File: src/rtl/bcg_pkg.sv
package bcg_pkg;

    typedef enum logic [1:0] {
        ST_IDLE  = 2'd0,
        ST_FIXED = 2'd1,
        ST_PAGE  = 2'd2
    } bcg_state_e;

    typedef enum logic {
        ORD_SEQ = 1'b0,
        ORD_ILV = 1'b1
    } bcg_order_e;

    localparam logic [2:0] LEN_CODE_FULL  = 3'b111;
    localparam logic [2:0] LEN_CODE_MAXFX = 3'b011;
    localparam int         FIXED_LOG2_MAX = 3;

endpackage

File: src/rtl/bcg_len_decode.sv
module bcg_len_decode
    import bcg_pkg::*;
#(
    parameter int COL_W = 8
) (
    input  logic [2:0]       len_code,
    output logic [COL_W-1:0] beat_mask,
    output logic             is_full,
    output logic             is_rsvd
);

    // beat_mask = burst length - 1; all ones for a full page
    always_comb begin
        beat_mask = '0;
        is_full   = 1'b0;
        is_rsvd   = 1'b0;
        if (len_code == LEN_CODE_FULL) begin
            is_full   = 1'b1;
            beat_mask = '1;
        end else if (len_code <= LEN_CODE_MAXFX) begin
            for (int b = 0; b < FIXED_LOG2_MAX; b++) begin
                if (3'(b) < len_code) begin
                    beat_mask[b] = 1'b1;
                end
            end
        end else begin
            is_rsvd = 1'b1;
        end
    end

endmodule

File: src/rtl/bcg_addr_step.sv
module bcg_addr_step
    import bcg_pkg::*;
#(
    parameter int COL_W = 8
) (
    input  logic [COL_W-1:0] base_col,
    input  logic [COL_W-1:0] beat_cnt,
    input  logic [COL_W-1:0] beat_mask,
    input  bcg_order_e       order,
    output logic [COL_W-1:0] col
);

    logic [COL_W-1:0] seq_sum;

    assign seq_sum = base_col + beat_cnt;

    // per bit: masked bits follow the wrapped sum or the XOR, the rest keep the base
    for (genvar i = 0; i < COL_W; i++) begin : g_bit
        assign col[i] = (order == ORD_ILV) ? (base_col[i] ^ beat_cnt[i])
                                           : (beat_mask[i] ? seq_sum[i] : base_col[i]);
    end

endmodule

File: src/rtl/bcg_ctrl.sv
module bcg_ctrl
    import bcg_pkg::*;
#(
    parameter int COL_W = 8
) (
    input  logic             clk,
    input  logic             rst_n,
    input  logic             start,
    input  logic [COL_W-1:0] start_col,
    input  logic             interleave,
    input  logic             enable,
    input  logic             stop_req,
    input  logic [COL_W-1:0] dec_mask,
    input  logic             dec_full,
    input  logic             dec_rsvd,
    output logic [COL_W-1:0] base_q,
    output logic [COL_W-1:0] beat_q,
    output logic [COL_W-1:0] mask_q,
    output bcg_order_e       order_q,
    output logic             valid,
    output logic             last,
    output logic             cfg_err
);

    bcg_state_e state_q, state_d;
    logic       accept;
    logic       at_last;

    assign accept  = start && !dec_rsvd;
    assign at_last = (beat_q == mask_q);

    always_ff @(posedge clk) begin
        if (!rst_n) begin
            state_q <= ST_IDLE;
        end else begin
            state_q <= state_d;
        end
    end

    always_comb begin
        state_d = state_q;
        unique case (state_q)
            ST_IDLE: begin
                if (accept) state_d = dec_full ? ST_PAGE : ST_FIXED;
            end
            ST_FIXED: begin
                if (accept)                 state_d = dec_full ? ST_PAGE : ST_FIXED;
                else if (enable && at_last) state_d = ST_IDLE;
            end
            ST_PAGE: begin
                if (accept)        state_d = dec_full ? ST_PAGE : ST_FIXED;
                else if (stop_req) state_d = ST_IDLE;
            end
            default: state_d = ST_IDLE;
        endcase
    end

    always_ff @(posedge clk) begin
        if (!rst_n) begin
            base_q  <= '0;
            beat_q  <= '0;
            mask_q  <= '0;
            order_q <= ORD_SEQ;
            cfg_err <= 1'b0;
        end else begin
            cfg_err <= start && (dec_rsvd || (dec_full && interleave));
            if (accept) begin
                base_q  <= start_col;
                beat_q  <= '0;
                mask_q  <= dec_mask;
                order_q <= (interleave && !dec_full) ? ORD_ILV : ORD_SEQ;
            end else if (state_q != ST_IDLE && enable) begin
                beat_q  <= beat_q + 1'b1;
            end
        end
    end

    always_comb begin
        valid = (state_q != ST_IDLE);
        last  = (state_q == ST_FIXED) && at_last;
    end

endmodule

File: src/rtl/burst_col_gen.sv
module burst_col_gen
    import bcg_pkg::*;
#(
    parameter int COL_W = 8
) (
    input  logic             clk,
    input  logic             rst_n,
    input  logic             start,
    input  logic [COL_W-1:0] start_col,
    input  logic [2:0]       len_code,
    input  logic             interleave,
    input  logic             enable,
    input  logic             stop_req,
    output logic [COL_W-1:0] col,
    output logic             valid,
    output logic             last,
    output logic             cfg_err
);

    logic [COL_W-1:0] dec_mask;
    logic             dec_full;
    logic             dec_rsvd;
    logic [COL_W-1:0] base_q;
    logic [COL_W-1:0] beat_q;
    logic [COL_W-1:0] mask_q;
    bcg_order_e       order_q;

    bcg_len_decode #(.COL_W(COL_W)) u_dec (
        .len_code  (len_code),
        .beat_mask (dec_mask),
        .is_full   (dec_full),
        .is_rsvd   (dec_rsvd)
    );

    bcg_ctrl #(.COL_W(COL_W)) u_ctrl (
        .clk        (clk),
        .rst_n      (rst_n),
        .start      (start),
        .start_col  (start_col),
        .interleave (interleave),
        .enable     (enable),
        .stop_req   (stop_req),
        .dec_mask   (dec_mask),
        .dec_full   (dec_full),
        .dec_rsvd   (dec_rsvd),
        .base_q     (base_q),
        .beat_q     (beat_q),
        .mask_q     (mask_q),
        .order_q    (order_q),
        .valid      (valid),
        .last       (last),
        .cfg_err    (cfg_err)
    );

    bcg_addr_step #(.COL_W(COL_W)) u_step (
        .base_col  (base_q),
        .beat_cnt  (beat_q),
        .beat_mask (mask_q),
        .order     (order_q),
        .col       (col)
    );

endmodule

File: config.mk
export PLATFORM = sky130hd
export DESIGN_NAME = burst_col_gen
export DESIGN_NICKNAME = d
export VERILOG_FILES = /design/src/rtl/bcg_pkg.sv /design/src/rtl/bcg_len_decode.sv /design/src/rtl/bcg_addr_step.sv /design/src/rtl/bcg_ctrl.sv /design/src/rtl/burst_col_gen.sv
export SDC_FILE = /design/constraint.sdc
export NUM_CORES = 1
export LEC_CHECK = 0
export BUFFER_PORTS_ARGS = -buffer_cell sky130_fd_sc_hd__buf_4
export CORE_MARGIN = 4
export CORE_UTILIZATION = 30
export DETAILED_ROUTE_END_ITERATION = 8
export GPL_TIMING_DRIVEN = 0
export SYNTH_ARGS = -nofsm -noshare
export SYNTH_HDL_FRONTEND = slang
export SYNTH_SLANG_ARGS = --single-unit
File: constraint.sdc
create_clock -name clk -period 3.3 [get_ports clk]
set_input_delay 0.165 -clock clk [delete_from_list [all_inputs] [get_ports clk]]
set_output_delay 0.165 -clock clk [all_outputs]
set_load 0.03 [all_outputs]
==> qor.csv <==
metric,value,unit
multi_input_area,0.00106,sq mm
cts.sinks,24,
die_area,0.00654,sq mm
track_usage,11.8,%
core_area,0.00514,sq mm
combPwrFrac,30.3,%
cts_made_buffers,3,
synth_seq_cells,24,
hold_buffers,0,
totalWireLength,3650,microns
gp_routability_congestion,0.853,
synthDistinctLibCells,44,
ys_seq_area_share,30.2,%
cts.path.max_buffers,2,
postRouteAntennaNets,0,
drtPass1Iterations,4,
p_leak,0.817,nW
cap_viol_max_count,0,
h-tree-depth,1,
place_area,0.00187,sq mm
grt_pass1_wl,6240,microns
synthesis.area,0.00159,sq mm
clkPwrFrac,26.3,%
swShare,32.1,%
cp_max_fo,6,
start_kind,register,
seqPwrFrac,43.5,%
drt_iter0_markers,51,
synth_nets,225,
grt_pass1_vias,1363,
peakVddDrop,0.173,mV
yosys.area_share.simple,22.3,%
wl_per_cell,12.4,microns
slew_headroom,55.2,%
cp_cell_sequence,"ha_1, o21ai_0, a21boi_0, a21oi_1, o311ai_0, xor2_1, buf_4",
period_share,79.6,%
crit_path_end_kind,primary output,
post-cts-setup-buffers,0,
avgViaCountPerCell,4.84,
synth_compound_area_share,22.8,%
num_io_pins,28,
power.internal,510,uW
fin_skew,13.0,ps
cp.arrival,2460,ps
async_flop_share,0,%
io_buffer_count,25,
slowest_delay,550,ps
num_vias,1424,
max_freq,380,MHz
rows,26,
syn_inst,195,
fp.dieH,80.9,microns
tns,0,ps
synth_adder_area_share,10.7,%
regArea,480,sq um
design_area,0.00192,sq mm
nFillCells,586,
crit_type,reg2out,
cts_resized,0,
postSynthAreaPerCell,8.17,sq um
finalHoldViolCount,0,
worstSkewPairLatency,270,ps
synth_mux_area_share,4.48,%
die_x,80.9,microns
worstMarginPinSlew,671,ps
setup_ws,672,ps
start_util,31.0,%
grt_max_degree,14,
path_clk_slew,90,ps
cts_tree,done,
antenna_found_initial,0,
whs,156,ps
min_path_type,in2reg,
slowest_stage,o311ai_0,
rsz0062_at_grt,false,
utilization,37.4,%
route.detailed.drc,0,
setup_viol,0,
synth_xor_area_share,6.05,%
switchingPower,241,uW
synth_top_family_by_area,compound AO/OA/AOI/OAI gates,
cp.required,3130,ps
nNetsFinal,255,
min_period,2630,ps
synth_top_flop_cell,dfxtp_1,
grt-ovfl-total,0,
root_buffer,clkbuf_8,
place_ws,944,ps
synth_warnings,0,
drv_slew,0,
area_delta_synth_final,20.7,%
run_status,completed,
synth_edf_count,0,
diodes,0,
drive_gt1_share,15.6,%
r2r_slack,1450,ps
dp_hpwl,2880,microns
p_per_area,390,mW/mm^2
-- registers in the layout, indices dropped and copies added, names as in the netlist --
register and cells:
u_ctrl.mask_q 4, u_ctrl.state_q 2, u_ctrl.order_q 1, u_ctrl.base_q 8, u_ctrl.beat_q 8, u_ctrl.cfg_err 1
-- cells in the final DEF, fill, tap and decap left out, types with 2 or more instances in the layout --
cell type / n
inv_1: 7
mux2i_1: 6
clkbuf_8: 4
nand3_1: 3
clkbuf_1: 8
a32oi_1: 2
a31oi_1: 2
nor2_1: 15
a21boi_0: 10
nand4_1: 3
o21ai_0: 6
nor2b_1: 3
o211ai_1: 2
ha_1: 12
o31ai_1: 3
a21oi_1: 7
a211oi_1: 2
dfxtp_1: 24
nor3_1: 4
xor2_1: 10
a21o_1: 2
nand2b_1: 7
nand2_1: 35
buf_4: 25
-- worst max-delay path: cells and delay by family (launching register included) --
kind	cells	cell delay, ps
xor gates and xnor gates	1	200
buffers and inverters	1	180
adders and majority gates	1	390
DFF	1	380
AOI/OAI and AO/OA	4	1040
-- routing by layer --
metal | track usage (%) | up-vias | wire length [microns]
met1 | 16.6 | 657 | 1920
met4 | 2.53 | 0 | 15
li1 | - | 749 | -
met5 | 0 | - | 0
met3 | 1.66 | 2 | 76
met2 | 19.2 | 16 | 1640
-- through the flow --
step	std cells	power (mW)
final	294	0.751
after floorplan	195	0.488
after CTS	294	0.759
after global routing	294	0.798
after global placement	290	0.559
after detailed placement	290	0.562
-- worst paths after layout --
kind	end	cells past startpoint	startpoint
hold / removal	u_ctrl.base_q[0]$_SDFFE_PN0P_	3	start_col[0]
setup reg to reg	u_ctrl.beat_q[6]$_SDFFE_PP0P_	8	u_ctrl.state_q[0]$_SDFFE_PN0P_
hold reg to reg	u_ctrl.base_q[7]$_SDFFE_PN0P_	2	u_ctrl.base_q[7]$_SDFFE_PN0P_
setup / recovery	col[7]	7	u_ctrl.beat_q[5]$_SDFFE_PP0P_
-- power by group through the flow --
stage,clock network (mW),registers (mW),logic [mW]
after floorplan,0,0.328,0.161
after CTS,0.203,0.326,0.230
after detailed placement,0,0.333,0.229
after global placement,0,0.332,0.228
after global routing,0.216,0.330,0.253
final,0.197,0.326,0.227
-- cell families after synthesis --
family                   Yosys count
AO/OA/AOI/OAI                     48
XOR/XNOR                          11
adder cells (fa/ha/maj)           13
buffers and inverters             15
flip-flops                        24
multiplexers                       7
AND/OR/NAND/NOR                   77
-- cells in the mapped netlist, types with 2 or more instances --
master,count,share of area (%)
a211oi_1,2,0.94
a21boi_0,10,4.7
a21o_1,2,0.94
a21oi_1,7,2.2
a31oi_1,2,0.79
a32oi_1,2,1.1
clkbuf_1,8,1.9
dfxtp_1,24,30
ha_1,12,9.4
inv_1,7,1.6
mux2i_1,6,3.8
nand2_1,35,8.2
nand2b_1,7,2.7
nand3_1,3,0.94
nand4_1,3,1.2
nor2_1,15,3.5
nor2b_1,3,1.2
nor3_1,4,1.3
o211ai_1,2,0.94
o21ai_0,6,1.9
o31ai_1,3,1.4
xor2_1,10,5.5
-- area by class of cell --
| class | instances | area share [%] |
|---|---|---|
| buffer | 8 | 1.56 |
| inverter | 7 | 1.37 |
| timing repair buffer | 25 | 9.76 |
| clock buffer | 4 | 2.86 |
| tap | 70 | 4.55 |
| multi-input combinational | 156 | 54.9 |
| sequential | 24 | 25.0 |
Note: power is estimated with default switching activity, not from simulation.
